==> src/rtl/qb_pkg.sv <==
package qb_pkg;
  localparam int unsigned QW   = 5;   // quinary group Q0,Q2,Q4,Q6,Q8
  localparam int unsigned CW   = 7;   // character C,B,A,8,4,2,1
  localparam int unsigned NW   = 4;   // numeric field
  localparam int unsigned DW   = 4;   // decimal digit value
  localparam int unsigned SW   = DW + 1;
  localparam logic [NW-1:0] ZERO_CODE = 4'd10;

  typedef struct packed {
    logic [QW-1:0] q;
    logic          b;
  } qb_t;

  function automatic logic [2:0] q_index(input logic [QW-1:0] q);
    logic [2:0] idx;
    idx = '0;
    for (int i = 0; i < QW; i++) begin
      if (q[i]) idx = 3'(i);
    end
    return idx;
  endfunction

  function automatic logic [DW-1:0] qb_value(input qb_t d);
    return {q_index(d.q), d.b};
  endfunction
endpackage

==> src/rtl/qb_decode.sv <==
module qb_decode
  import qb_pkg::*;
(
  input  logic [NW-1:0] num_i,
  output qb_t           dig_o,
  output logic          invalid_o
);
  logic [2:0] grp;

  always_comb begin
    grp       = num_i[3:1];
    invalid_o = (num_i > ZERO_CODE);
    dig_o     = '{q: 5'b00001, b: 1'b0};
    if (!invalid_o) begin
      // 8+2 is the character form of zero
      if (num_i == ZERO_CODE) dig_o = '{q: 5'b00001, b: 1'b0};
      else                    dig_o = '{q: QW'(1) << grp, b: num_i[0]};
    end
  end
endmodule

==> src/rtl/qb_complement.sv <==
module qb_complement
  import qb_pkg::*;
(
  input  qb_t  dig_i,
  input  logic comp_i,
  output qb_t  dig_o
);
  qb_t mirrored;

  // 9 - (2k + b) = 2(4 - k) + (1 - b)
  always_comb begin
    for (int i = 0; i < QW; i++) mirrored.q[i] = dig_i.q[QW-1-i];
    mirrored.b = ~dig_i.b;
    dig_o = comp_i ? mirrored : dig_i;
  end
endmodule

==> src/rtl/qb_digit_add.sv <==
module qb_digit_add
  import qb_pkg::*;
(
  input  qb_t  a_i,
  input  qb_t  b_i,
  input  logic cin_i,
  output qb_t  sum_o,
  output logic cout_o
);
  logic [SW-1:0] raw;
  logic [SW-1:0] red;

  always_comb begin
    raw    = SW'(qb_value(a_i)) + SW'(qb_value(b_i)) + SW'(cin_i);
    cout_o = (raw >= SW'(10));
    red    = cout_o ? raw - SW'(10) : raw;
    sum_o  = '{q: QW'(1) << red[3:1], b: red[0]};
  end
endmodule

==> src/rtl/qb_encode.sv <==
module qb_encode
  import qb_pkg::*;
(
  input  qb_t        dig_i,
  input  logic [1:0] zone_i,
  output logic [CW-1:0] char_o
);
  logic [DW-1:0] val;
  logic [NW-1:0] num;

  always_comb begin
    val    = qb_value(dig_i);
    num    = (val == '0) ? ZERO_CODE : val;
    char_o = {~^{zone_i, num}, zone_i, num};
  end
endmodule

==> src/rtl/qb_serial_adder.sv <==
module qb_serial_adder
  import qb_pkg::*;
(
  input  logic          clk_i,
  input  logic          rst_ni,
  input  logic          start_i,
  input  logic          sub_i,
  input  logic          valid_i,
  output logic          ready_o,
  input  logic [CW-1:0] a_char_i,
  input  logic          a_wm_i,
  input  logic [CW-1:0] b_char_i,
  input  logic          b_wm_i,
  output logic [CW-1:0] res_char_o,
  output logic          res_valid_o,
  output logic          invalid_o,
  output logic          done_o,
  output logic          carry_o
);
  typedef enum logic {ST_IDLE, ST_RUN} state_e;

  state_e        state_q;
  logic          sub_q, carry_q;
  logic          accept, last;
  qb_t           dig_a, dig_b_raw, dig_b, dig_s;
  logic          inv_a, inv_b, cout;
  logic [CW-1:0] res_c;
  logic [2:0]    unused_bits;

  assign unused_bits = {a_char_i[6], b_char_i[5:4]};

  qb_decode i_dec_a (.num_i(a_char_i[3:0]), .dig_o(dig_a),     .invalid_o(inv_a));
  qb_decode i_dec_b (.num_i(b_char_i[3:0]), .dig_o(dig_b_raw), .invalid_o(inv_b));
  qb_complement i_comp (.dig_i(dig_b_raw), .comp_i(sub_q), .dig_o(dig_b));
  qb_digit_add i_add (.a_i(dig_a), .b_i(dig_b), .cin_i(carry_q), .sum_o(dig_s), .cout_o(cout));
  qb_encode i_enc (.dig_i(dig_s), .zone_i(a_char_i[5:4]), .char_o(res_c));

  assign ready_o = (state_q == ST_RUN);
  assign accept  = ready_o && valid_i;
  assign last    = a_wm_i || b_wm_i;
  assign carry_o = carry_q;

  always_ff @(posedge clk_i or negedge rst_ni) begin
    if (!rst_ni) begin
      state_q     <= ST_IDLE;
      sub_q       <= 1'b0;
      carry_q     <= 1'b0;
      res_char_o  <= '0;
      res_valid_o <= 1'b0;
      invalid_o   <= 1'b0;
      done_o      <= 1'b0;
    end else begin
      res_valid_o <= accept;
      done_o      <= accept && last;
      invalid_o   <= accept && (inv_a || inv_b);
      if (accept) res_char_o <= res_c;
      case (state_q)
        ST_IDLE: if (start_i) begin
          state_q <= ST_RUN;
          sub_q   <= sub_i;
          carry_q <= sub_i;
        end
        ST_RUN: if (accept) begin
          carry_q <= cout;
          if (last) state_q <= ST_IDLE;
        end
        default: state_q <= ST_IDLE;
      endcase
    end
  end

  a_r1_idle_quiet: assert property (@(posedge clk_i) disable iff (!rst_ni)
    !ready_o |=> !res_valid_o || $past(ready_o));
  a_r3_onehot_digits: assert property (@(posedge clk_i) disable iff (!rst_ni)
    accept |-> ($onehot(dig_a.q) && $onehot(dig_b.q) && $onehot(dig_s.q)));
  a_r4_digit_range: assert property (@(posedge clk_i) disable iff (!rst_ni)
    res_valid_o |-> (res_char_o[3:0] >= 4'd1 && res_char_o[3:0] <= 4'd10));
  a_r6_odd_parity: assert property (@(posedge clk_i) disable iff (!rst_ni)
    res_valid_o |-> ($countones(res_char_o) % 2 == 1));
  a_r7_done_ends: assert property (@(posedge clk_i) disable iff (!rst_ni)
    done_o |-> (res_valid_o && !ready_o));
  a_r8_one_result: assert property (@(posedge clk_i) disable iff (!rst_ni)
    accept |=> res_valid_o);
  a_r8_no_result: assert property (@(posedge clk_i) disable iff (!rst_ni)
    !accept |=> !res_valid_o);
  a_r9_sub_held: assert property (@(posedge clk_i) disable iff (!rst_ni)
    (ready_o && $past(ready_o)) |-> $stable(sub_q));
endmodule

==> config.mk <==
export PLATFORM = sky130hd
export DESIGN_NAME = qb_serial_adder
export DESIGN_NICKNAME = d
export VERILOG_FILES = /design/src/rtl/qb_pkg.sv /design/src/rtl/qb_decode.sv /design/src/rtl/qb_complement.sv /design/src/rtl/qb_digit_add.sv /design/src/rtl/qb_encode.sv /design/src/rtl/qb_serial_adder.sv
export SDC_FILE = /design/constraint.sdc
export NUM_CORES = 1
export LEC_CHECK = 0
export ABC_AREA = 1
export BUFFER_PORTS_ARGS = -buffer_cell sky130_fd_sc_hd__buf_2
export CELL_PAD_IN_SITES_DETAIL_PLACEMENT = 1
export CELL_PAD_IN_SITES_GLOBAL_PLACEMENT = 2
export CORE_MARGIN = 3
export CORE_UTILIZATION = 26
export DETAILED_ROUTE_END_ITERATION = 8
export GPL_TIMING_DRIVEN = 0
export HOLD_SLACK_MARGIN = 0.08
export PLACE_DENSITY = 0.88
export SYNTH_ARGS = -nofsm -noshare
export SYNTH_HDL_FRONTEND = slang
export SYNTH_SLANG_ARGS = --single-unit
==> constraint.sdc <==
create_clock -name clk_i -period 3.7 [get_ports clk_i]
set_input_delay 0.555 -clock clk_i [delete_from_list [all_inputs] [get_ports clk_i]]
set_output_delay 0.555 -clock clk_i [all_outputs]
set_load 0.01 [all_outputs]
======== Yosys cells after proc, flatten, opt, wreduce, memory -nomap -nowiden ========
Cells that the tools add are included.
storage, ports and cells
  flip-flop bits (word level) ............. 13
  bits in latches ......................... 0
  RAM bits ................................ 0
  memory bits (read-only) ................. 0
  input bits .............................. 21
  output and inout bits ................... 12
  memories ................................ 0
operators by class
  $add $sub $neg .......................... 3
  multipliers ............................. 0
  divide/modulo/power cells ............... 0
  order comparisons ....................... 3
  eq/ne operators ......................... 4
  shift-type cells ........................ 3
  mux-type cells .......................... 26
  bitwise operators ....................... 2
  reductions and logical operators ........ 9
operators with widths
  kind                                                    count
  two-way mux 6 bit                                       5
  left shift 1 x 3 -> 5 bit (first input constant)        3
  two-way mux 2 bit                                       6
  two-way mux 3 bit                                       3
  equality test 4 bit (second input constant)             2
  greater-than comparator 4 bit (second input constant)   2
  two-way mux 1 bit                                       8
  two-way mux 4 bit                                       2
  XNOR reduction 6 bit                                    1
  adder 4 x 4 -> 5 bit                                    1
  adder 5 x 1 -> 5 bit                                    1
  >= comparator 5 x 4 -> 1 bit (second input constant)    1
  zero test 4 bit                                         1
  case mux 1 bit (2 select lines)                         2
  AND reduction 2 bit                                     2
  subtractor 4 bit (second input constant)                1
  logical AND 1 bit                                       3
  logical OR 1 bit                                        2
  inequality test 2 x 1 -> 1 bit (second input constant)  1
  inequality test 2 bit (second input constant)           1
  NOT 1 bit                                               2

======== Depth between registers and ports, before layout ========
  depth after elaboration ................. 21
  mapped depth ............................ 25
  depth with buffers taken out ............ 25

======== By module ========
Synthesis repeated with hierarchy kept, for this count alone.
second synthesis, totals
  cell total of the unflattened synthesis .. 220
  area, all modules ....................... 1,328.8 sq um
modules (own cells, without submodules)
  module           times used  cells an instance  area each (sq um)  seq. area each (sq um)
  qb_serial_adder  1           55                 498.0              325.3
  qb_digit_add     1           79                 446.7              0.0
  qb_encode        1           36                 162.7              0.0
  qb_decode        2           16                 75.1               0.0
  qb_complement    1           18                 71.3               0.0

======== Least setup slack after synthesis ========
No wires, ideal clock.
  kind .................................... in2reg
  start ................................... input b_char_i[1]
  end ..................................... register res_char_o[6]
  setup time .............................. 0.117 ns
  arrival time ............................ 3.023 ns
  setup slack ............................. 0.560 ns
  stages on the path ...................... 21
  buffers on the path ..................... 0
  cell sequence ........................... nor2_1 -> nor2_1 -> o21ai_0 -> nand2_1 -> xor2_1 -> fa_1 -> inv_1 -> fa_1 -> ha_1 -> nand2_1 -> nand3_2 -> nand2_2 -> nand2_2 -> nand2_2 -> nand3_2 -> nand2_2 -> nand2_2 -> nand2_1 -> nand2_1 -> nand3_1 -> nand2_1
on the way
  word-level cells in the longest chain between the ends .. 20
  elaborated cells on any way between the ends .. 24
  classes of those cells .................. add/sub (3); order compare (2); eq/ne (1); shift (2); mux (13); bitwise (1); reduce/logical (2)
ends and longest elaborated chain
  element                                                                                line                                    RTL
  start: declaration                                                                     qb_serial_adder.sv:12                   input logic [CW-1:0] b_char_i,
  parallel branches: the longest is 2 deep, another holds greater-than comparator 4 bit  -
  two-way mux 6 bit (*)                                                                  qb_decode.sv:14                         if (!invalid_o) begin
  two-way mux 6 bit (*)                                                                  qb_complement.sv:14                     dig_o = comp_i ? mirrored : dig_i;
  two-way mux 1 bit                                                                      qb_pkg.sv:18                            if (q[i]) idx = 3'(i);
  two-way mux 2 bit (2 in series)                                                        qb_pkg.sv:18
  two-way mux 3 bit                                                                      qb_pkg.sv:18
  adder 4 x 4 -> 5 bit (*)                                                               qb_digit_add.sv:14                      raw = SW'(qb_value(a_i)) + SW'(qb_value(b_i)) + SW'(cin_i);
  adder 5 x 1 -> 5 bit (*)                                                               qb_digit_add.sv:14
  subtractor 4 bit / >= comparator 5 x 4 -> 1 bit (equally long branches)                qb_digit_add.sv:16, qb_digit_add.sv:15
  two-way mux 4 bit (*)                                                                  qb_digit_add.sv:16                      red = cout_o ? raw - SW'(10) : raw;
  left shift 1 x 3 -> 5 bit                                                              qb_digit_add.sv:17                      sum_o = '{q: QW'(1) << red[3:1], b: red[0]};
  two-way mux 1 bit                                                                      qb_pkg.sv:18
  two-way mux 2 bit (2 in series)                                                        qb_pkg.sv:18
  two-way mux 3 bit                                                                      qb_pkg.sv:18
  zero test 4 bit                                                                        qb_encode.sv:13                         num = (val == '0) ? ZERO_CODE : val;
  two-way mux 4 bit (*)                                                                  qb_encode.sv:13
  XNOR reduction 6 bit (*)                                                               qb_encode.sv:14                         char_o = {~^{zone_i, num}, zone_i, num};
  end signal: assignment                                                                 qb_serial_adder.sv:56                   if (accept) res_char_o <= res_c;
  end: declaration                                                                       qb_serial_adder.sv:14                   output logic [CW-1:0] res_char_o,
Mark *: on every way between the ends.
A chain may end at the register's enable or synchronous reset.

======== Worst setup path in the final report ========
Ends and elaborated chain as after synthesis.

==> summary.md <==
| Metric | Value |
|---|---|
| Status | complete, no violations |
| Overall Global Routing Usage | 0.124 |
| Fin crit period | 3280 ps |
| Clock Skews | 2.11 ps |
| Slew HR | 0.740 |
| Hold Vio Cnt, Final | 0 |
| Iteration-0 DRC Markers | 20 |
| Share of the synthesized area in the top cell type | 0.342 |
| Initial antenna violation count | 0 |
| Setup slack, reg-to-reg | 700 ps |
| Clock share of power | 0.132 |
| Post-Syn Area | 951 um2 |
| CTS tree | done |
| Count leader, synth | nand2_1 |
| Die area | 4420 um2 |
| PD cells | 583 nW/um2 |
| Max FO, Critical Path | 4 |
| Sequential share of the synthesized area | 0.342 |
| CTS Buf Count | 3 |
| CP Class | primary input to register |
| Worst hold slack | 149 ps |
| Seq cells post-synth | 13 |
| CP Data Required Time | 3870 ps |
| Critical Path AT | 3450 ps |
| Die H | 66.5 um |
| Synth top cells by count | 37 x nand2_1, 21 x inv_1, 13 x dfrtp_1, 12 x nor2_1, 9 x nand3_1 |
| Period utilisation layout | 0.885 |
| Finish-stage setup viols | 0 |
| Seq pwr share | 0.309 |
| Clk pin slew, worst setup/hold paths | 80 ps |
| HPWL Detailed | 2180 um |
| Vias per cell | 4.46 |
| CP startpoint kind | primary input |
| Predominant post-synthesis flop cell | dfrtp_1 |
| Root Buffer | clkbuf_4 |
| Post-synthesis cell type count | 20 |
| Max-slew violation count | 0 |
| Async set-reset flop share out of synthesis | 1.00 |
| Routed WL per cell | 11.9 um |
| Comb pwr share | 0.559 |
| Worst min-delay path category | primary input to asynchronous set/reset pin |
| Power Total | 0.684 mW |
| Num Clock Sinks | 13 |
| Reg-to-reg startpoint | sub_q$_DFFE_PN0P_ |
| LEAKAGE | 0.678 nW |
| Hold_buf cts | 0 |
| DRT antenna net count | 0 |
| Syn Inst Count | 132 |
| Die width | 66.5 um |
| Area delta synth->final | 23.6% |
| Vias | 936 |
| Max VDD drop | 0.000278 V |
| GR Overflow Total | 0 |
| Port Buffer Count | 28 |
| Syn Area/Cell | 7.20 um2 |
| Worst Setup End Kind | register |
| Largest area contributor in the netlist | dfrtp_1 |
| Starting Density | 0.278 |
| Measured slew at the worst slew-check pin | 388 ps |
| Setup_tns | 0 ps |
| Post-Synthesis Net Count | 159 |
| Post-Place Worst Slack | 104 ps |
| Max Cap Viol | 0 |
| First-pass GRT wire length | 4210 um |
| Final WL | 2500 um |
| First-pass detailed-route iteration total | 4 |
| RR Endpoint | res_char_o[6]$_DFFE_PN0P_ |
| Yosys warns | 0 |
| Pin count of the biggest net entering global routing | 14 |
| Nets | 192 |
| Net Switching | 0.313 mW |
| # DRC | 0 |
| Diodes inserted | 0 |
| I/O pins | 33 |
| FMAX | 0.305 GHz |
| Internal Pwr Total | 0.372 mW |
| Final WS setup | 425 ps |
| Sw Share | 0.457 |
| Synth area leaders | dfrtp_1 34%, nand2_1 15%, inv_1 8.3% |
| Clk_lat worst skew | 280 ps |
| Htree depth | 1 |
| RSZ-0062 raised after global routing | no |
| Post-cts sizing count | 0 |
| Worst r2r path cells | 22 |
| Vias in the first global route | 1,003 |
| CTS max path bufs | 2 |
| EDFF count, synth | 0 |
| Proportion of layout cells with a drive suffix above 1 | 0.256 |
| Core area | 3420 um2 |
| # rows | 21 |
| Placer Congestion | 0.745 |
| Post-CTS Repair Setup Buffers | 0 |
layer usage:
layer | vias to the layer above | GRT usage | part of all wire
li1 | 481 | - | -
met1 | 435 | 0.142 | 0.42
met2 | 16 | 0.222 | 0.54
met3 | 4 | 0.0287 | 0.030
met4 | 0 | 0.0431 | 0.016
met5 | - | 0 | 0
per-stage QoR:
stage                      util  std cells  instance area [um2]
final                     0.344        210                 1170
after CTS                 0.344        210                 1170
after detailed placement  0.336        206                 1150
after global routing      0.344        210                 1170
after global placement    0.336        206                 1150
after floorplan               -        132                  951
worst max-delay path: stages:
cell	delay [ps]
buf_2	120
nor2_1	160
nor2_1	50
o21ai_0	100
nand2_1	100
xor2_1	160
fa_1	440
inv_1	100
fa_1	470
ha_1	260
nand2_1	80
nand3_2	90
nand2_2	110
nand2_1	80
nand2_1	70
nand3_2	100
nand2_2	100
nand2_2	60
nand2_1	60
nand2_1	50
nand3_1	70
nand2_1	60
kinds of logic (layout without fill, tap and decap cells):
group | Yosys count | count (layout) | share of synthesized area
and+or+nand+nor | 71 | 71 | 0.343
adders and majority gates | 6 | 6 | 0.0947
buffers and inverters | 22 | 54 | 0.0947
xor gates and xnor gates | 3 | 3 | 0.0276
AOI/OAI and AO/OA | 17 | 17 | 0.0974
DFF | 13 | 13 | 0.342
final cells by class:
| type | count | area [um2] |
|---|---|---|
| tap | 46 | 57.6 |
| inverter | 21 | 78.8 |
| multi-input combinational | 97 | 536 |
| buffer | 1 | 11.3 |
| sequential | 13 | 325 |
| timing repair buffer | 28 | 140 |
| clock buffer | 4 | 26.3 |
| fill | 448 | 2240 |
power by group through the flow:
stage | Sequential (mW) | Combinational, mW | Clock, mW
2_1_floorplan | 0.231 | 0.248 | 0
3_3_place_gp | 0.213 | 0.367 | 0
3_5_place_dp | 0.216 | 0.388 | 0
4_1_cts | 0.213 | 0.391 | 0.0935
5_1_grt | 0.219 | 0.442 | 0.101
6_report | 0.212 | 0.383 | 0.0901
worst max-delay path by stage:
stage | start | to | slack, ps | depth (start not counted)
finish | b_char_i[1] | res_char_o[6]$_DFFE_PN0P_ | 420 | 22
global route | b_char_i[1] | res_char_o[6]$_DFFE_PN0P_ | 170 | 26
CTS | b_char_i[1] | res_char_o[6]$_DFFE_PN0P_ | 400 | 22
detailed placement | b_char_i[1] | res_char_o[6]$_DFFE_PN0P_ | 100 | 22
global placement | b_char_i[1] | res_char_o[6]$_DFFE_PN0P_ | 200 | 22
floorplan | b_char_i[1] | res_char_o[6]$_DFFE_PN0P_ | 560 | 21
state kept, by name, indices dropped and copies added (netlist names):
name / cells
res_char_o: 7
carry_o: 1
sub_q: 1
done_o: 1
ready_o: 1
res_valid_o: 1
invalid_o: 1
layout by cell type (no fill, tap or decap), types with 3 or more instances in the layout:
master,synthesis,layout
clkbuf_4,0,3
nand2_1,37,37
nand2_2,6,6
xor2_1,3,3
a21oi_1,5,5
nand3_1,9,9
nand3_2,4,4
dfrtp_1,13,13
o21ai_0,7,7
buf_2,0,28
inv_1,21,21
ha_1,4,4
nor2_1,12,12
(Power assumes the default switching activity.)
